<file path="src/rtl/adc_ctrl_pkg.sv">
package adc_ctrl_pkg;
  localparam int unsigned NCH   = 8;
  localparam int unsigned CH_W  = 3;
  localparam int unsigned CFG_W = 6;

  typedef logic [CH_W-1:0]  chan_t;
  typedef logic [CFG_W-1:0] cfg_t;

  // Setup word, MSB first: mode, ch[0], ch[2], ch[1], polarity, sleep(0)
  function automatic cfg_t build_cfg(input logic se, input chan_t ch, input logic uni);
    return {se, ch[0], ch[2], ch[1], uni, 1'b0};
  endfunction
endpackage

</file>
<file path="src/rtl/adc_tick_gen.sv">
module adc_tick_gen #(
  parameter int unsigned HALF_DIV = 4
) (
  input  logic clk,
  input  logic rst_n,
  output logic tick_o
);
  localparam int unsigned CW = (HALF_DIV > 1) ? $clog2(HALF_DIV) : 1;

  logic [CW-1:0] cnt_q, cnt_n;
  logic          run_q;

  always_comb begin
    cnt_n = cnt_q;
    if (run_q) begin
      if (cnt_q == '0) cnt_n = CW'(HALF_DIV - 1);
      else             cnt_n = cnt_q - 1'b1;
    end
  end

  always_ff @(posedge clk or negedge rst_n) begin
    if (!rst_n) begin
      cnt_q <= '0;
      run_q <= 1'b0;
    end else begin
      cnt_q <= cnt_n;
      run_q <= 1'b1;
    end
  end

  assign tick_o = run_q && (cnt_q == '0);
endmodule

</file>
<file path="src/rtl/adc_frame_seq.sv">
module adc_frame_seq #(
  parameter int unsigned PER      = 16,
  parameter int unsigned HALF_DIV = 4,
  localparam int unsigned PW      = $clog2(PER)
) (
  input  logic          clk,
  input  logic          rst_n,
  input  logic          tick_i,
  output logic          conv_o,
  output logic          sclk_o,
  output logic          frame_go_o,
  output logic          nshift_o,
  output logic          nhalf_o,
  output logic [PW-1:0] nperiod_o
);
  localparam int unsigned POS_W     = PW + 2;
  localparam int unsigned FRAME_CYC = 4 * PER * HALF_DIV;
  localparam int unsigned SW        = $clog2(FRAME_CYC + 1);

  logic [POS_W-1:0] pos_q, pos_inc;
  logic             conv_q, sclk_q, conv_n, sclk_n;

  always_comb begin
    pos_inc = pos_q + 1'b1;
    conv_n  = ~pos_inc[POS_W-1];
    sclk_n  = pos_inc[POS_W-1] & pos_inc[0];
  end

  always_ff @(posedge clk or negedge rst_n) begin
    if (!rst_n) begin
      pos_q  <= '1;
      conv_q <= 1'b0;
      sclk_q <= 1'b0;
    end else if (tick_i) begin
      pos_q  <= pos_inc;
      conv_q <= conv_n;
      sclk_q <= sclk_n;
    end
  end

  assign conv_o     = conv_q;
  assign sclk_o     = sclk_q;
  assign frame_go_o = tick_i && (pos_inc == '0);
  assign nshift_o   = pos_inc[POS_W-1];
  assign nhalf_o    = pos_inc[0];
  assign nperiod_o  = pos_inc[PW:1];

  // Cycles since the last convert rise, kept only for the checks below
  logic [SW-1:0] since_q;
  logic          seen_q;
  always_ff @(posedge clk or negedge rst_n) begin
    if (!rst_n) begin
      since_q <= '0;
      seen_q  <= 1'b0;
    end else if (frame_go_o) begin
      since_q <= '0;
      seen_q  <= 1'b1;
    end else if (since_q != SW'(FRAME_CYC)) begin
      since_q <= since_q + 1'b1;
    end
  end

  p_sclk_still_in_conv_r2: assert property (@(posedge clk) disable iff (!rst_n)
    conv_o |-> !sclk_o);

  p_no_restart_r10: assert property (@(posedge clk) disable iff (!rst_n)
    $rose(conv_o) |-> (!$past(seen_q) || $past(since_q) == SW'(FRAME_CYC - 1)));
endmodule

</file>
<file path="src/rtl/adc_chan_sel.sv">
module adc_chan_sel
  import adc_ctrl_pkg::*;
(
  input  logic           clk,
  input  logic           rst_n,
  input  logic           load_i,
  input  logic [NCH-1:0] mask_i,
  input  logic           se_i,
  input  logic           uni_i,
  output cfg_t           cfg_o,
  output chan_t          prev_ch_o,
  output logic           known_o
);
  chan_t req_q, prev_q, nxt;
  logic  se_q, uni_q, started_q, known_q, found;

  always_comb begin
    nxt   = '0;
    found = 1'b0;
    for (int j = 1; j <= NCH; j++) begin
      logic [CH_W:0] sum;
      sum = {1'b0, req_q} + (CH_W+1)'(j);
      if (!found && mask_i[sum[CH_W-1:0]]) begin
        nxt   = sum[CH_W-1:0];
        found = 1'b1;
      end
    end
  end

  always_ff @(posedge clk or negedge rst_n) begin
    if (!rst_n) begin
      req_q     <= chan_t'(NCH - 1);
      prev_q    <= chan_t'(NCH - 1);
      se_q      <= 1'b0;
      uni_q     <= 1'b0;
      started_q <= 1'b0;
      known_q   <= 1'b0;
    end else if (load_i) begin
      prev_q    <= req_q;
      req_q     <= nxt;
      se_q      <= se_i;
      uni_q     <= uni_i;
      started_q <= 1'b1;
      known_q   <= started_q;
    end
  end

  assign cfg_o     = build_cfg(se_q, req_q, uni_q);
  assign prev_ch_o = prev_q;
  assign known_o   = known_q;

  // Copy of the mask seen at each load, kept only for the checks below
  logic [NCH-1:0] mask_seen_q;
  always_ff @(posedge clk or negedge rst_n) begin
    if (!rst_n)      mask_seen_q <= '0;
    else if (load_i) mask_seen_q <= mask_i;
  end

  p_pick_in_mask_r7: assert property (@(posedge clk) disable iff (!rst_n)
    ($past(load_i) && (mask_seen_q != '0)) |-> mask_seen_q[req_q]);

  p_empty_gives_zero_r8: assert property (@(posedge clk) disable iff (!rst_n)
    ($past(load_i) && (mask_seen_q == '0)) |-> (req_q == '0));

  p_prev_follows_req_r6: assert property (@(posedge clk) disable iff (!rst_n)
    load_i |=> (prev_q == $past(req_q)));
endmodule

</file>
<file path="src/rtl/adc_shift_io.sv">
module adc_shift_io
  import adc_ctrl_pkg::*;
#(
  parameter int unsigned RES_W = 12,
  parameter int unsigned PW    = 4
) (
  input  logic             clk,
  input  logic             rst_n,
  input  logic             tick_i,
  input  logic             nshift_i,
  input  logic             nhalf_i,
  input  logic [PW-1:0]    nperiod_i,
  input  cfg_t             cfg_i,
  input  chan_t            ch_i,
  input  logic             known_i,
  input  logic             dout_i,
  input  logic             conv_i,
  input  logic             sclk_i,
  output logic             din_o,
  output logic [RES_W-1:0] data_o,
  output chan_t            chan_o,
  output logic             valid_o,
  output logic             known_o
);
  logic [RES_W-1:0] sh_q, sh_n;
  logic [RES_W-1:0] data_q;
  chan_t            chan_q;
  logic             din_q, din_n, valid_q, known_q, cap, last;
  cfg_t             cfg_sh;

  always_comb begin
    cfg_sh = cfg_i << nperiod_i;
    din_n  = (nshift_i && (32'(nperiod_i) < CFG_W)) ? cfg_sh[CFG_W-1] : 1'b0;
    cap    = tick_i && nshift_i && nhalf_i && (32'(nperiod_i) < RES_W);
    last   = cap && (nperiod_i == PW'(RES_W - 1));
    sh_n   = {sh_q[RES_W-2:0], dout_i};
  end

  always_ff @(posedge clk or negedge rst_n) begin
    if (!rst_n) begin
      din_q <= 1'b0;
      sh_q  <= '0;
    end else begin
      if (tick_i) din_q <= din_n;
      if (cap)    sh_q  <= sh_n;
    end
  end

  always_ff @(posedge clk or negedge rst_n) begin
    if (!rst_n) begin
      data_q  <= '0;
      chan_q  <= '0;
      known_q <= 1'b0;
      valid_q <= 1'b0;
    end else begin
      valid_q <= last;
      if (last) begin
        data_q  <= sh_n;
        chan_q  <= ch_i;
        known_q <= known_i;
      end
    end
  end

  assign din_o   = din_q;
  assign data_o  = data_q;
  assign chan_o  = chan_q;
  assign valid_o = valid_q;
  assign known_o = known_q;

  p_valid_single_r5: assert property (@(posedge clk) disable iff (!rst_n)
    valid_o |=> !valid_o);

  p_valid_in_pulse_r5: assert property (@(posedge clk) disable iff (!rst_n)
    valid_o |-> (sclk_i && !conv_i));

  p_din_quiet_conv_r4: assert property (@(posedge clk) disable iff (!rst_n)
    conv_i |-> !din_o);

  p_din_steady_high_r4: assert property (@(posedge clk) disable iff (!rst_n)
    sclk_i |-> $stable(din_o));
endmodule

</file>
<file path="src/rtl/adc_frame_ctrl.sv">
module adc_frame_ctrl
  import adc_ctrl_pkg::*;
#(
  parameter int unsigned HALF_DIV = 4,
  parameter int unsigned PER      = 16,
  parameter int unsigned RES_W    = 12
) (
  input  logic             clk,
  input  logic             rst_n,
  input  logic [NCH-1:0]   chan_mask_i,
  input  logic             single_ended_i,
  input  logic             unipolar_i,
  input  logic             adc_dout_i,
  output logic             adc_convst_o,
  output logic             adc_sclk_o,
  output logic             adc_din_o,
  output logic [RES_W-1:0] res_data_o,
  output logic [CH_W-1:0]  res_chan_o,
  output logic             res_valid_o,
  output logic             res_known_o
);
  localparam int unsigned PW = $clog2(PER);

  logic          tick, frame_go, nshift, nhalf, known;
  logic [PW-1:0] nperiod;
  cfg_t          cfg;
  chan_t         prev_ch;

  adc_tick_gen #(.HALF_DIV(HALF_DIV)) u_tick (
    .clk(clk), .rst_n(rst_n), .tick_o(tick));

  adc_frame_seq #(.PER(PER), .HALF_DIV(HALF_DIV)) u_seq (
    .clk(clk), .rst_n(rst_n), .tick_i(tick),
    .conv_o(adc_convst_o), .sclk_o(adc_sclk_o), .frame_go_o(frame_go),
    .nshift_o(nshift), .nhalf_o(nhalf), .nperiod_o(nperiod));

  adc_chan_sel u_chan (
    .clk(clk), .rst_n(rst_n), .load_i(frame_go), .mask_i(chan_mask_i),
    .se_i(single_ended_i), .uni_i(unipolar_i),
    .cfg_o(cfg), .prev_ch_o(prev_ch), .known_o(known));

  adc_shift_io #(.RES_W(RES_W), .PW(PW)) u_io (
    .clk(clk), .rst_n(rst_n), .tick_i(tick), .nshift_i(nshift),
    .nhalf_i(nhalf), .nperiod_i(nperiod), .cfg_i(cfg), .ch_i(prev_ch),
    .known_i(known), .dout_i(adc_dout_i), .conv_i(adc_convst_o),
    .sclk_i(adc_sclk_o), .din_o(adc_din_o), .data_o(res_data_o),
    .chan_o(res_chan_o), .valid_o(res_valid_o), .known_o(res_known_o));

  p_reset_quiet_r1: assert property (@(posedge clk) disable iff (!rst_n)
    $rose(rst_n) |-> (!adc_convst_o && !adc_sclk_o && !res_valid_o));
endmodule

</file>
<file path="config.mk">
export PLATFORM = sky130hd
export DESIGN_NAME = adc_frame_ctrl
export DESIGN_NICKNAME = d
export VERILOG_FILES = /design/src/rtl/adc_ctrl_pkg.sv /design/src/rtl/adc_tick_gen.sv /design/src/rtl/adc_frame_seq.sv /design/src/rtl/adc_chan_sel.sv /design/src/rtl/adc_shift_io.sv /design/src/rtl/adc_frame_ctrl.sv
export SDC_FILE = /design/constraint.sdc
export NUM_CORES = 1
export LEC_CHECK = 0
export BUFFER_PORTS_ARGS = -buffer_cell sky130_fd_sc_hd__buf_2
export CAP_MARGIN = 30
export CORE_AREA = 2 2 77 79
export CTS_BUF_LIST = sky130_fd_sc_hd__clkbuf_8
export CTS_CLUSTER_SIZE = 12
export DETAILED_ROUTE_END_ITERATION = 10
export DIE_AREA = 0 0 79 81
export PLACE_DENSITY = 0.74
export SKIP_LAST_GASP = 1
export SYNTH_ARGS = -nofsm -noshare
export SYNTH_HDL_FRONTEND = slang
export SYNTH_SLANG_ARGS = --single-unit
</file>
<file path="constraint.sdc">
create_clock -name clk -period 4.6 [get_ports clk]
set_input_delay 0.46 -clock clk [delete_from_list [all_inputs] [get_ports clk]]
set_output_delay 0.46 -clock clk [all_outputs]
set_load 0.005 [all_outputs]
</file>
==> Word-level counts from Yosys, hierarchy flattened <==
Index checks and enable logic that the tools add are counted.
{ "totals": {"ff_bits": 50, "input_bits": 13, "output_inout_bits": 20, "elab_cells": 97} }
{ "op_classes": {"n_addsub": 10, "order_cmp": 10, "eq_ne": 1, "shifts": 1, "n_mux": 33, "n_bitwise": 2, "n_reduce_logical": 23} }
{ "op_table": {"columns": ["operator", "count"], "rows": [
  ["$lt 3x4->1 const B", 8],
  ["$bmux 1 s3", 8],
  ["$mux 3", 8],
  ["$mux 1", 16],
  ["$logic_and 1x1->1", 14],
  ["$add 3x3->3 const B", 4],
  ["$logic_not 1->1", 7],
  ["$add 3x1->3 const B", 2],
  ["$add 3x2->3 const B", 2],
  ["$add 6x1->6 const B", 1],
  ["$logic_not 6->1", 1],
  ["$shl 6x4->6", 1],
  ["$eq 4x4->1 const B", 1],
  ["$lt 4x3->1 const B", 1],
  ["$lt 4x4->1 const B", 1],
  ["$logic_not 2->1", 1],
  ["$mux 2", 1],
  ["$sub 2x1->2 const B", 1],
  ["$and 1x1->1", 1],
  ["$not 1->1", 1]
]} }

==> Logic depth before layout (Yosys ltp) <==
Gate-level depths: netlist (run 1).
{ "logic_depth": {"word_depth": 25, "depth_mapped": 12} }

==> Cells and area by module <==
From an unflattened synthesis (run 1), not the netlist that was laid out.
{ "hier_totals": {"hier_cells": 243, "area_unflattened_um2": 3004.1} }
{ "by_module_without_submodules": {"columns": ["mod", "n_inst", "cells_per_inst", "area_per_inst_um2", "seq_area_each_um2"], "rows": [
  ["adc_shift_io", 1, 75, 1203.7, 725.7],
  ["adc_chan_sel", 1, 109, 1176.1, 257.7],
  ["adc_frame_seq", 1, 46, 494.2, 207.7],
  ["adc_tick_gen", 1, 13, 130.1, 75.1]
]} }

==> Worst setup path before layout (run 1) <==
OpenSTA, ideal clock, no wires.
{ "synth_path": {"kind": "register to register", "startpoint": "register u_chan.req_q[1]", "endpoint": "register u_chan.req_q[0]", "arrival_time_ns": 3.151, "required_ns": 4.518, "path_slack_ns": 1.366, "path_stages_with_launch": 13, "path_buffers": 3, "synth_period_minus_slack_ns": 3.234, "cell_sequence": "dfstp_2 clkbuf_1 buf_2 inv_1 ha_1 buf_2 mux2_1 nor3_1 a221oi_4 nor3_2 a21boi_4 o21ai_2 mux2_4"} }
{ "synth_between": {"elab_chain_cells": 25, "elab_cells_between_ends": 53, "classes_between": "add/sub (8); mux (31); reduce/logical (14)"} }
{ "synth_lines": {"columns": ["item", "line_no", "text"], "rows": [
  ["start, declared", "adc_chan_sel.sv:14", "chan_t req_q, prev_q, nxt;"],
  ["start signal, assigned", "adc_chan_sel.sv:32", "req_q <= chan_t'(NCH - 1);"],
  ["start signal, assigned", "adc_chan_sel.sv:40", "req_q <= nxt;"],
  ["$add 3x1->3", "adc_chan_sel.sv:22", "sum = {1'b0, req_q} + (CH_W+1)'(j);"],
  ["$bmux 1 s3", "adc_chan_sel.sv:23", "if (!found && mask_i[sum[CH_W-1:0]]) begin"],
  ["$mux 1 (not written as such)", "adc_chan_sel.sv:23", null],
  ["$mux 1", "adc_chan_sel.sv:23", null],
  ["$logic_not 1->1", "adc_chan_sel.sv:23", null],
  ["$logic_and 1x1->1", "adc_chan_sel.sv:23", null],
  ["$mux 1", "adc_chan_sel.sv:23", null],
  ["$logic_not 1->1", "adc_chan_sel.sv:23", null],
  ["[... 9 more ...]", null, null],
  ["$logic_and 1x1->1", "adc_chan_sel.sv:23", null],
  ["$mux 1", "adc_chan_sel.sv:23", null],
  ["$logic_not 1->1", "adc_chan_sel.sv:23", null],
  ["$logic_and 1x1->1", "adc_chan_sel.sv:23", null],
  ["$mux 1", "adc_chan_sel.sv:23", null],
  ["$logic_not 1->1", "adc_chan_sel.sv:23", null],
  ["$logic_and 1x1->1", "adc_chan_sel.sv:23", null],
  ["$mux 3 *", "adc_chan_sel.sv:23", null]
]} }
Mark *: on every way between the ends. The rest lies on a longest branch, timed or not. The select of a mux whose other input is x is not followed.
A chain may end at the register's enable or synchronous reset.

==> Final worst setup path (run 1) <==
{ "layout_path": {"startpoint": "register u_chan.req_q[1]", "endpoint": "register u_chan.req_q[2]"} }
The elaborated chain is that of the path after synthesis.

==> key figures, run 1 <==
Run status
  – Status: finished, final reports clean

Die
  – # rows: 28
  – Die width: 79 um
  – Core Box Area: 5680 sq um
  – Initial core utilization: 52.2%
  – IO Count: 33
  – Chip height: 81 um
  – Die area: 6400 sq um

Synthesis
  – Most used DFF post-synth: dfrtp_1
  – Asr flop ratio synth: 100%
  – Cells after synthesis: 242
  – Mapped cell area: 2960 sq um
  – Synth warn: 0
  – Post-synth EDFFs: 0
  – Mux contribution to synthesized area: 26.6%
  – Largest family of logic cells by synthesized area: multiplexers
  – Simple-gate share of the synthesized area: 11.7%
  – Register area share after synthesis: 42.7%
  – Mapped Nets: 260
  – Synth Area in XOR/XNOR: 4.60%
  – Avg Synthesized Cell Area: 12.2 sq um
  – Synthesis-stage register bit count: 50
  – Compound-Gate Fraction of Synth Area: 9.29%
  – Yosys cell types: 55
  – Adder-Cell Fraction of Synth Area: 2.11%

Critical path
  – Critical Path End Type: flop
  – Reg2reg end: u_chan.req_q[2]
  – WS Path Type: flop to flop
  – Cell depth of the worst flop-to-flop path: 9
  – Reg2reg start: u_chan.req_q[1]
  – CP required: 4820 ps
  – Reg-to-reg slack, setup: 1320 ps
  – Critical Path AT: 3500 ps
  – Peak fanout along the critical path: 15
  – Setup crit start kind: flop

GRT
  – GR Util All Layers: 18.6%
  – First-pass GRT wire length: 9.49 mm
  – Grt ovf: 0
  – Largest net degree at the start of global routing: 51
  – Initial antenna violation count: 0
  – Vias in the first global route: 1,996

STA
  – RSZ-0062 raised after global routing: no
  – Actual slew at the worst max-slew pin: 975 ps
  – Final Skew: 8.41 ps
  – F_max: 304 MHz
  – Post-route minimum period: 3280 ps
  – Slew margin rel.: 34.8%
  – Final period util: 71.4%
  – Hold violation count in the final report: 0
  – Final setup vio count: 0
  – Slew Limit Fails: 0
  – Setup TNS: 0 ps

Routing
  – DR iter-0 viols: 122
  – Detail Route Antenna Nets: 0
  – Routed vias: 1,991
  – DRC errors left: 0
  – Pre-antenna DRT Iters: 4
  – WL/cell: 15.8 um
  – Drt total wl: 5.52 mm
  – Vias per cell: 5.70

Pwr
  – Power per cell area: 647 nW/um^2
  – Tot Pwr: 0.00213 W
  – P_leak: 1.54 nW
  – Maximum VDD drop: 369 uV

Final layout
  – # diodes: 0
  – Synth-to-layout area growth: 11.3%
  – FILL cells: 490
  – Commonest non-fill, non-tap cell in the layout: dfrtp_1
  – Final layout net count: 291
  – Post-route insts no fill: 349
  – Most frequent cells in the layout: dfrtp_1, mux2_2, buf_2
  – Layout cell share with drive strength beyond 1: 43.1%

Clock tree
  – Clock Sink Count: 50
  – Root Buffer: clkbuf_8
  – Setup repair bufs after CTS: 0
  – CTS tree: done
  – Post-CTS Hold Fix Bufs: 0
  – Longest Clk Path Bufs: 2
  – Clock-pin slew on the worst setup and hold paths: 90 ps
  – H-tree lvl count: 2
  – Cts bufs inserted: 5
  – Worst skew pair latency: 300 ps
  – Resize count post-CTS: 0

Placement
  – IO buf count: 32
  – Dpl cells: 341
  – GP Congestion: 0.908
  – Final HPWL DP: 3.95 mm

Flow run
  – Max cap viols: 0

Min path
  – Hold Path Class: input port to asynchronous set/reset pin
cell type report:
class,instances,area (sq um),area share [%]
Multi-Input combinational cell,174,1620,49.0
Sequential cell,50,1270,38.4
Timing Repair Buffer,35,183,5.54
Tap cell,75,93.8,2.85
Clock buffer,5,68.8,2.09
Clock inverter,3,43.8,1.33
Inverter,7,26.3,0.797
power breakdown:
part	switching, W	internal (W)	total (W)
clock network	0.000144	0.000163	0.000307
logic	0.000623	0.000537	0.00116
registers	0.000112	0.000553	0.000665
total	0.000880	0.00125	0.00213
cells in the mapped netlist, types with 5 or more instances:
| cell | count | share of area, % |
|---|---|---|
| a21oi_1 | 8 | 1.4 |
| nand3_1 | 7 | 1.2 |
| mux2i_1 | 8 | 2.7 |
| ha_1 | 5 | 2.1 |
| nand2_1 | 18 | 2.3 |
| buf_2 | 5 | 0.84 |
| dfrtp_1 | 38 | 32 |
| mux4_2 | 11 | 8.4 |
| inv_1 | 7 | 0.89 |
| dfstp_2 | 12 | 11 |
| mux2_2 | 34 | 13 |
| xnor2_1 | 6 | 1.8 |
| nor2_1 | 14 | 1.8 |
| nor3_1 | 5 | 0.84 |
critical path, cell delays in order, from the launching register on:
cell and delay, ps:
dfstp_2 790, inv_1 140, ha_1 610, mux2i_1 200, mux2_4 310, a221oi_4 430, nor3b_2 130, a221o_1 340
o211ai_1 160, nand3_1 100
flip-flops by register name, summed over array words and instances, names as in the netlist, 2 cells and up:
| name | flops |
|---|---|
| u_io.chan_o | 3 |
| u_seq.pos_q | 6 |
| u_tick.cnt_q | 2 |
| u_chan.req_q | 3 |
| u_io.data_o | 12 |
| u_io.sh_q | 11 |
| u_chan.prev_ch_o | 3 |
stage by stage:
step           utilization (%)  instance area [sq um]  worst slack, ps  hold slack (ps)
2_1_floorplan                -                   2960             1370              164
3_3_place_gp              56.1                   3180             1420              446
3_5_place_dp              56.1                   3180             1320              459
4_1_cts                   58.1                   3300             1310              266
5_1_grt                   58.1                   3300             1040              311
6_report                  58.1                   3300             1320              244
layer usage:
| metal | vias to the layer above | share of wire, % | GRT usage (%) |
|---|---|---|---|
| li1 | 944 | - | - |
| met1 | 1000 | 46 | 24.7 |
| met2 | 41 | 49 | 31.4 |
| met3 | 6 | 4.2 | 4.00 |
| met4 | 0 | 0.91 | 4.66 |
| met5 | - | 0 | 0 |
cell families (layout without fill, tap and decap cells):
group	count (synthesis)	count (layout)
AOI/OAI and AO/OA	32	32
xor gates and xnor gates	13	13
adders and majority gates	5	5
buffers and inverters	18	50
DFF	50	50
muxes	58	58
other	1	1
and+or+nand+nor	65	65
worst max-delay path by stage:
| stage | start | to | slack [ps] | depth (start not counted) |
|---|---|---|---|---|
| after floorplan | u_chan.req_q[1] | u_chan.req_q[0] | 1370 | 12 |
| after global placement | u_chan.req_q[1] | u_chan.req_q[0] | 1420 | 9 |
| after detailed placement | u_chan.req_q[1] | u_chan.req_q[0] | 1320 | 9 |
| after CTS | u_chan.req_q[1] | u_chan.req_q[2] | 1310 | 9 |
| after global routing | u_chan.req_q[1] | u_chan.req_q[2] | 1040 | 9 |
| final | u_chan.req_q[1] | u_chan.req_q[2] | 1320 | 9 |
Note: power is estimated with default switching activity, not from simulation.
==> run 2, diff against run 1 <==
--- a/config.mk
+++ b/config.mk
@@ -5,14 +5,15 @@
 export SDC_FILE = /design/constraint.sdc
 export NUM_CORES = 1
 export LEC_CHECK = 0
+export ABC_AREA = 1
 export BUFFER_PORTS_ARGS = -buffer_cell sky130_fd_sc_hd__buf_2
 export CAP_MARGIN = 30
-export CORE_AREA = 2 2 77 79
+export CORE_AREA = 2 2 75 77
 export CTS_BUF_LIST = sky130_fd_sc_hd__clkbuf_8
 export CTS_CLUSTER_SIZE = 12
 export DETAILED_ROUTE_END_ITERATION = 10
-export DIE_AREA = 0 0 79 81
-export PLACE_DENSITY = 0.74
+export DIE_AREA = 0 0 77 79
+export PLACE_DENSITY = 0.76
 export SKIP_LAST_GASP = 1
 export SYNTH_ARGS = -nofsm -noshare
 export SYNTH_HDL_FRONTEND = slang
==> constraint.sdc (replaced) <==
create_clock -name clk -period 2.86 [get_ports clk]
set_input_delay 0.286 -clock clk [delete_from_list [all_inputs] [get_ports clk]]
set_output_delay 0.286 -clock clk [all_outputs]
set_load 0.005 [all_outputs]
==> run 2 against run 1 <==
Sequential share of layout area increased by 2.4 points; clock power increased by 30%; synthesized cell count increased by 46%; hold slack got worse by 64 ps; non-clock buffer count increased by 3; total power increased by 7.4%; register-to-register slack got worse by 800 ps; count of clock-buffer cells in the layout unchanged; die area decreased by 4.9%; sequential cell count unchanged; worst setup slack got worse by 800 ps; critical endpoint is now u_chan.req_q[0].
==> key figures, run 2 <==
Min path
  – Hold Path Class: input port to flop
  – Hold Startpoint: single_ended_i
  – Worst Hold Path Cells: 3

Die
  – # rows: 27
  – Die width: 77 um
  – Die area: 6080 sq um
  – Chip height: 79 um
  – Core Box Area: 5340 sq um
  – IO Count: 33
  – Initial core utilization: 51.9%

Synthesis
  – Most used DFF post-synth: dfrtp_1
  – Yosys top cell area share: 34.4%
  – Mapped Nets: 371
  – Cells after synthesis: 353
  – Synthesis-stage register bit count: 50
  – Synth warn: 0
  – Mapped cell area: 2770 sq um
  – Top post-synthesis cells by area: dfrtp_1, nand2_1, dfstp_2
  – Synth cell count leaders: nand2_1, dfrtp_1, inv_1
  – Yosys top cell by area: dfrtp_1
  – Post-synth EDFFs: 0
  – Register area share after synthesis: 45.8%
  – Asr flop ratio synth: 100%
  – Count leader, synth: nand2_1
  – Avg Synthesized Cell Area: 7.84 sq um
  – Yosys cell types: 35

STA
  – Hold violation count in the final report: 0
  – Final setup vio count: 0
  – Final period util: 81.9%
  – RSZ-0062 raised after global routing: no
  – Actual slew at the worst max-slew pin: 505 ps
  – Slew Limit Fails: 0
  – Setup TNS: 0 ps
  – Final Skew: 7.43 ps
  – Hold WS: 180 ps
  – Post-route minimum period: 2340 ps
  – Slew margin rel.: 66.2%
  – F_max: 427 MHz

GRT
  – Vias in the first global route: 2,073
  – Initial antenna violation count: 0
  – GR Util All Layers: 18.8%
  – First-pass GRT wire length: 9.13 mm
  – Grt ovf: 0
  – Largest net degree at the start of global routing: 33

Final layout
  – Most frequent cells in the layout: nand2_1, inv_1, dfrtp_1
  – Commonest non-fill, non-tap cell in the layout: nand2_1
  – Layout cell share with drive strength beyond 1: 22.7%
  – Final layout net count: 405
  – Max reg flops: 12
  – # diodes: 0
  – Sequential cell area: 1270 sq um
  – FILL cells: 522
  – Synth-to-layout area growth: 12.0%
  – Multi-input logic area: 1280 sq um

Critical path
  – Critical Path End Type: flop
  – Critical Path AT: 2590 ps
  – WS Path Type: flop to flop
  – Cell depth of the worst flop-to-flop path: 13
  – Crit path launch: u_chan.req_q[0]
  – Peak fanout along the critical path: 12
  – Reg-to-reg slack, setup: 520 ps
  – CP required: 3110 ps
  – Setup crit start kind: flop
  – Reg2reg start: u_chan.req_q[0]

Clock tree
  – H-tree lvl count: 2
  – Setup repair bufs after CTS: 0
  – Longest Clk Path Bufs: 2
  – Clock-pin slew on the worst setup and hold paths: 80 ps
  – Cts bufs inserted: 5
  – CTS tree: done
  – Root Buffer: clkbuf_8
  – Clock Sink Count: 50
  – Worst skew pair latency: 300 ps

Routing
  – Vias per cell: 4.95
  – WL/cell: 11.4 um
  – Routed vias: 2,276
  – Drt total wl: 5.26 mm
  – DRC errors left: 0
  – Pre-antenna DRT Iters: 6
  – Detail Route Antenna Nets: 0
  – DR iter-0 viols: 119

Pwr
  – P_leak: 1.60 nW
  – Combinational group share of total power: 39.6%
  – Tot Pwr: 0.00229 W
  – Maximum VDD drop: 366 uV
  – Sw Ratio: 39.4%
  – Internal power: 0.00139 W
  – Net switching power: 0.000903 W
  – Power per cell area: 738 nW/um^2
  – Clock power share: 17.4%
  – Sequential group share of total power: 43.0%

Placement
  – Final HPWL DP: 3.94 mm
  – GP Congestion: 0.904
  – IO buf count: 32

Flow run
  – Max cap viols: 0

Run status
  – Status: finished, final reports clean
-- run 2: per-layer routing --
layer	track usage [%]	up-vias	wire length [um]
li1	-	1186	-
met1	25.1	1040	2580
met2	30.4	43	2380
met3	4.32	7	236
met4	6.07	0	71
met5	0	-	0
-- run 2: cell families after synthesis --
family	after synthesis	synth area share, %
compound gates	48	9.54
xor+xnor	7	2.76
fa+ha+maj	5	2.26
buf+inv	53	8.00
flops	50	45.8
other cells	1	0.135
simple gates	189	31.6
-- run 2: power groups by stage --
stage                     logic (W)  clock network (W)  registers [W]
final                      0.000907           0.000398       0.000984
after global routing        0.00104           0.000451        0.00101
after CTS                  0.000912           0.000418       0.000985
after detailed placement   0.000905                  0       0.000998
after global placement     0.000880                  0       0.000993
after floorplan            0.000690                  0       0.000983
-- run 2: what timing repair did --
item	in CTS	in global routing
hold endpoints to repair	17	0
hold buffers	1	0
gates resized for setup	0	0
-- run 2: final cells by class --
type                       count  share of cell area (%)
multi-input combinational    250                    41.3
sequential                    50                    40.8
timing repair buffer          38                    7.10
inverter                      42                    5.08
tap                           72                    2.91
clock buffer                   5                    2.22
clock inverter                 3                   0.565
-- run 2: stage by stage --
step	area [sq um]	utilization [%]	instances	worst slack (ps)
global route	3100	58.1	460	319
finish	3100	58.1	460	519
floorplan	2770	-	353	586
global placement	2980	55.9	450	602
detailed placement	3000	56.3	451	542
CTS	3100	58.1	460	526
-- run 2: worst max-delay path: stages, from the launching register on --
cell and delay (ps):
dfstp_2 540, inv_2 110, ha_1 370, inv_1 210
nand3_1 160, nand3_2 120, nand2_4 90, nor2_4 140
nand4_2 120, nor2_2 140, nand3_1 80, nand2_1 70
nand3_1 70, nand2_1 60
-- run 2: final timing paths --
check                              endpoint
max                         u_chan.req_q[0]
min                             u_chan.se_q
max reg2reg                 u_chan.req_q[0]
min reg2reg                u_chan.started_q
max in group asynchronous   u_chan.req_q[0]
min in group asynchronous    u_io.data_o[7]
==> run 3, diff against run 2 <==
--- a/config.mk
+++ b/config.mk
@@ -8,12 +8,12 @@
 export ABC_AREA = 1
 export BUFFER_PORTS_ARGS = -buffer_cell sky130_fd_sc_hd__buf_2
 export CAP_MARGIN = 30
-export CORE_AREA = 2 2 75 77
+export CORE_AREA = 2 2 74 76
 export CTS_BUF_LIST = sky130_fd_sc_hd__clkbuf_8
 export CTS_CLUSTER_SIZE = 12
 export DETAILED_ROUTE_END_ITERATION = 10
-export DIE_AREA = 0 0 77 79
-export PLACE_DENSITY = 0.76
+export DIE_AREA = 0 0 76 78
+export PLACE_DENSITY = 0.75
 export SKIP_LAST_GASP = 1
 export SYNTH_ARGS = -nofsm -noshare
 export SYNTH_HDL_FRONTEND = slang
==> constraint.sdc (replaced) <==
create_clock -name clk -period 2.4 [get_ports clk]
set_input_delay 0.24 -clock clk [delete_from_list [all_inputs] [get_ports clk]]
set_output_delay 0.24 -clock clk [all_outputs]
set_load 0.005 [all_outputs]
==> run 3 against run 2 <==
Clock power increased by 19%; maximum frequency is 5.4% higher; sequential share of layout area is 0.20 points higher; first-iteration DRC count rose by 14%; critical path depth rose by 1; sequential power increased by 19%; via count is 0.53% lower; critical path type unchanged; highest routed layer unchanged.
==> key figures, run 3 (synthesis results as in run 2) <==
Final layout
  – Core Util, Final: 61.2%
  – # diodes: 0
  – Multi-input logic area: 1280 sq um
  – Max reg flops: 12
  – Final layout net count: 405
  – FILL cells: 480
  – Most frequent cells in the layout: nand2_1, inv_1, dfrtp_1
  – Layout cell share with drive strength beyond 1: 23.5%
  – Sequential cell area: 1270 sq um
  – Commonest non-fill, non-tap cell in the layout: nand2_1
  – Synth-to-layout area growth: 11.5%

Critical path
  – CP max stage delay: 550 ps
  – CP max stage cell: dfstp_2
  – WS Path Type: flop to flop
  – Worst-path cell chain: buf_4 -> ha_1 -> inv_1 -> nand2_1 -> nand2_1 -> nand3_2 -> nand2_4 -> nor2_4 -> nand4_2 -> nor2_2 -> nand3_1 -> nand3_1 -> nand2_1 -> nand2_1
  – Worst path buffer plus inverter count: 2
  – CP required: 2650 ps
  – Critical Path AT: 2470 ps
  – Peak fanout along the critical path: 13
  – Critical Path End Type: flop
  – Reg2reg start: u_chan.req_q[0]
  – Crit path launch: u_chan.req_q[0]
  – Setup crit start kind: flop
  – Cell repeated most along the worst path: nand2_1
  – Critical path's top delay family: simple AND/OR/NAND/NOR gates

GRT
  – GR Util All Layers: 18.7%
  – Initial antenna violation count: 0
  – Met1 Use GR: 25.7%
  – Grt ovf: 0
  – Met3 Track Usage GR: 3.37%
  – GRT Max-Usage Layer: met2
  – Met2 usage: 30.4%
  – Vias in the first global route: 2,096
  – First-pass GRT wire length: 9.13 mm
  – Largest net degree at the start of global routing: 51

STA
  – Final setup vio count: 0
  – Hold WS: 23.8 ps
  – Final period util: 92.6%
  – Actual slew at the worst max-slew pin: 591 ps
  – RSZ-0062 raised after global routing: no
  – Slew margin rel.: 60.6%
  – Hold violation count in the final report: 0
  – Final Skew: 12.9 ps
  – Setup TNS: 0 ps
  – Post-route minimum period: 2220 ps
  – Slew Limit Fails: 0
  – F_max: 450 MHz

Die
  – # rows: 26
  – Die width: 76 um
  – Chip height: 78 um
  – Core Box Area: 5040 sq um
  – Die area: 5930 sq um
  – Initial core utilization: 54.9%
  – IO Count: 33

Clock tree
  – Clock Sink Count: 50
  – Root Buffer: clkbuf_8
  – Cts bufs inserted: 5
  – Post-CTS Hold Fix Bufs: 0
  – Longest Clk Path Bufs: 2
  – H-tree lvl count: 2
  – Setup repair bufs after CTS: 0
  – CTS tree: done
  – Worst skew pair latency: 300 ps
  – Clock-pin slew on the worst setup and hold paths: 100 ps

Placement
  – GP Congestion: 0.944
  – Final HPWL DP: 3.88 mm
  – IO buf count: 32

Pwr
  – Maximum VDD drop: 540 uV
  – Tot Pwr: 0.00273 W
  – Power per cell area: 886 nW/um^2
  – P_leak: 1.59 nW

Flow run
  – Max cap viols: 0

Routing
  – Detail Route Antenna Nets: 0
  – WL/cell: 11.3 um
  – Vias per cell: 4.94
  – Pre-antenna DRT Iters: 5
  – DRC errors left: 0
  – Routed vias: 2,264
  – Drt total wl: 5.17 mm
  – DR iter-0 viols: 136

Run status
  – Status: finished, final reports clean

Min path
  – Hold Path Class: input port to asynchronous set/reset pin
[run 3: cell count changes in the layout (fill, tap and decap cells not counted)]
cell / change
buf_4: +2
buf_12: -1
dlygate4sd3_1: -1
ha_1: -1
ha_2: +1
inv_1: -1
inv_2: +1
[run 3: power breakdown]
group	internal [W]	switching, W
logic	0.000393	0.000691
clock network	0.000204	0.000271
registers	0.00106	0.000116
total	0.00166	0.00108
[run 3: final timing paths]
kind,endpoint,slack [ps],cells after the start
max in group asynchronous,u_chan.uni_q,1970,2
min in group clk,u_chan.se_q,140,3
worst min-delay path,u_io.data_o[7],20,2
worst max register to register,u_chan.req_q[2],180,14
worst max-delay path,u_chan.req_q[2],180,14
worst min register to register,u_chan.started_q,480,1
[run 3: cell type report]
| class | count | area share (%) |
|---|---|---|
| timing repair buffer | 38 | 6.65 |
| multi-input combinational | 250 | 41.6 |
| clock buffer | 5 | 2.23 |
| sequential | 50 | 41.0 |
| tap | 70 | 2.84 |
| inverter | 42 | 5.11 |
| clock inverter | 3 | 0.568 |
[run 3: what timing repair did]
item | CTS | global route
setup endpoints to repair | 0 | 3
endpoints found under the hold margin | 0 | 0
resized for setup | 0 | 2
[run 3: stage by stage]
step	cells	worst slack, ps	area (sq um)
6_report	458	178	3090
2_1_floorplan	353	126	2770
3_5_place_dp	450	100	3000
4_1_cts	458	78.5	3080
5_1_grt	458	29.7	3090
3_3_place_gp	450	113	3000
[run 3: worst register-to-register path: cells and delay by family (launching register included)]
kind,cells,cell delay (ps)
DFF,1,550
adders and majority gates,1,210
and+or+nand+nor,11,1150
buffers and inverters,2,250
[run 3: layer usage]
layer	part of all wire (%)	wire (um)
met5	0	0
met4	1.2	63
met3	5.6	288
met2	44	2300
met1	49	2520
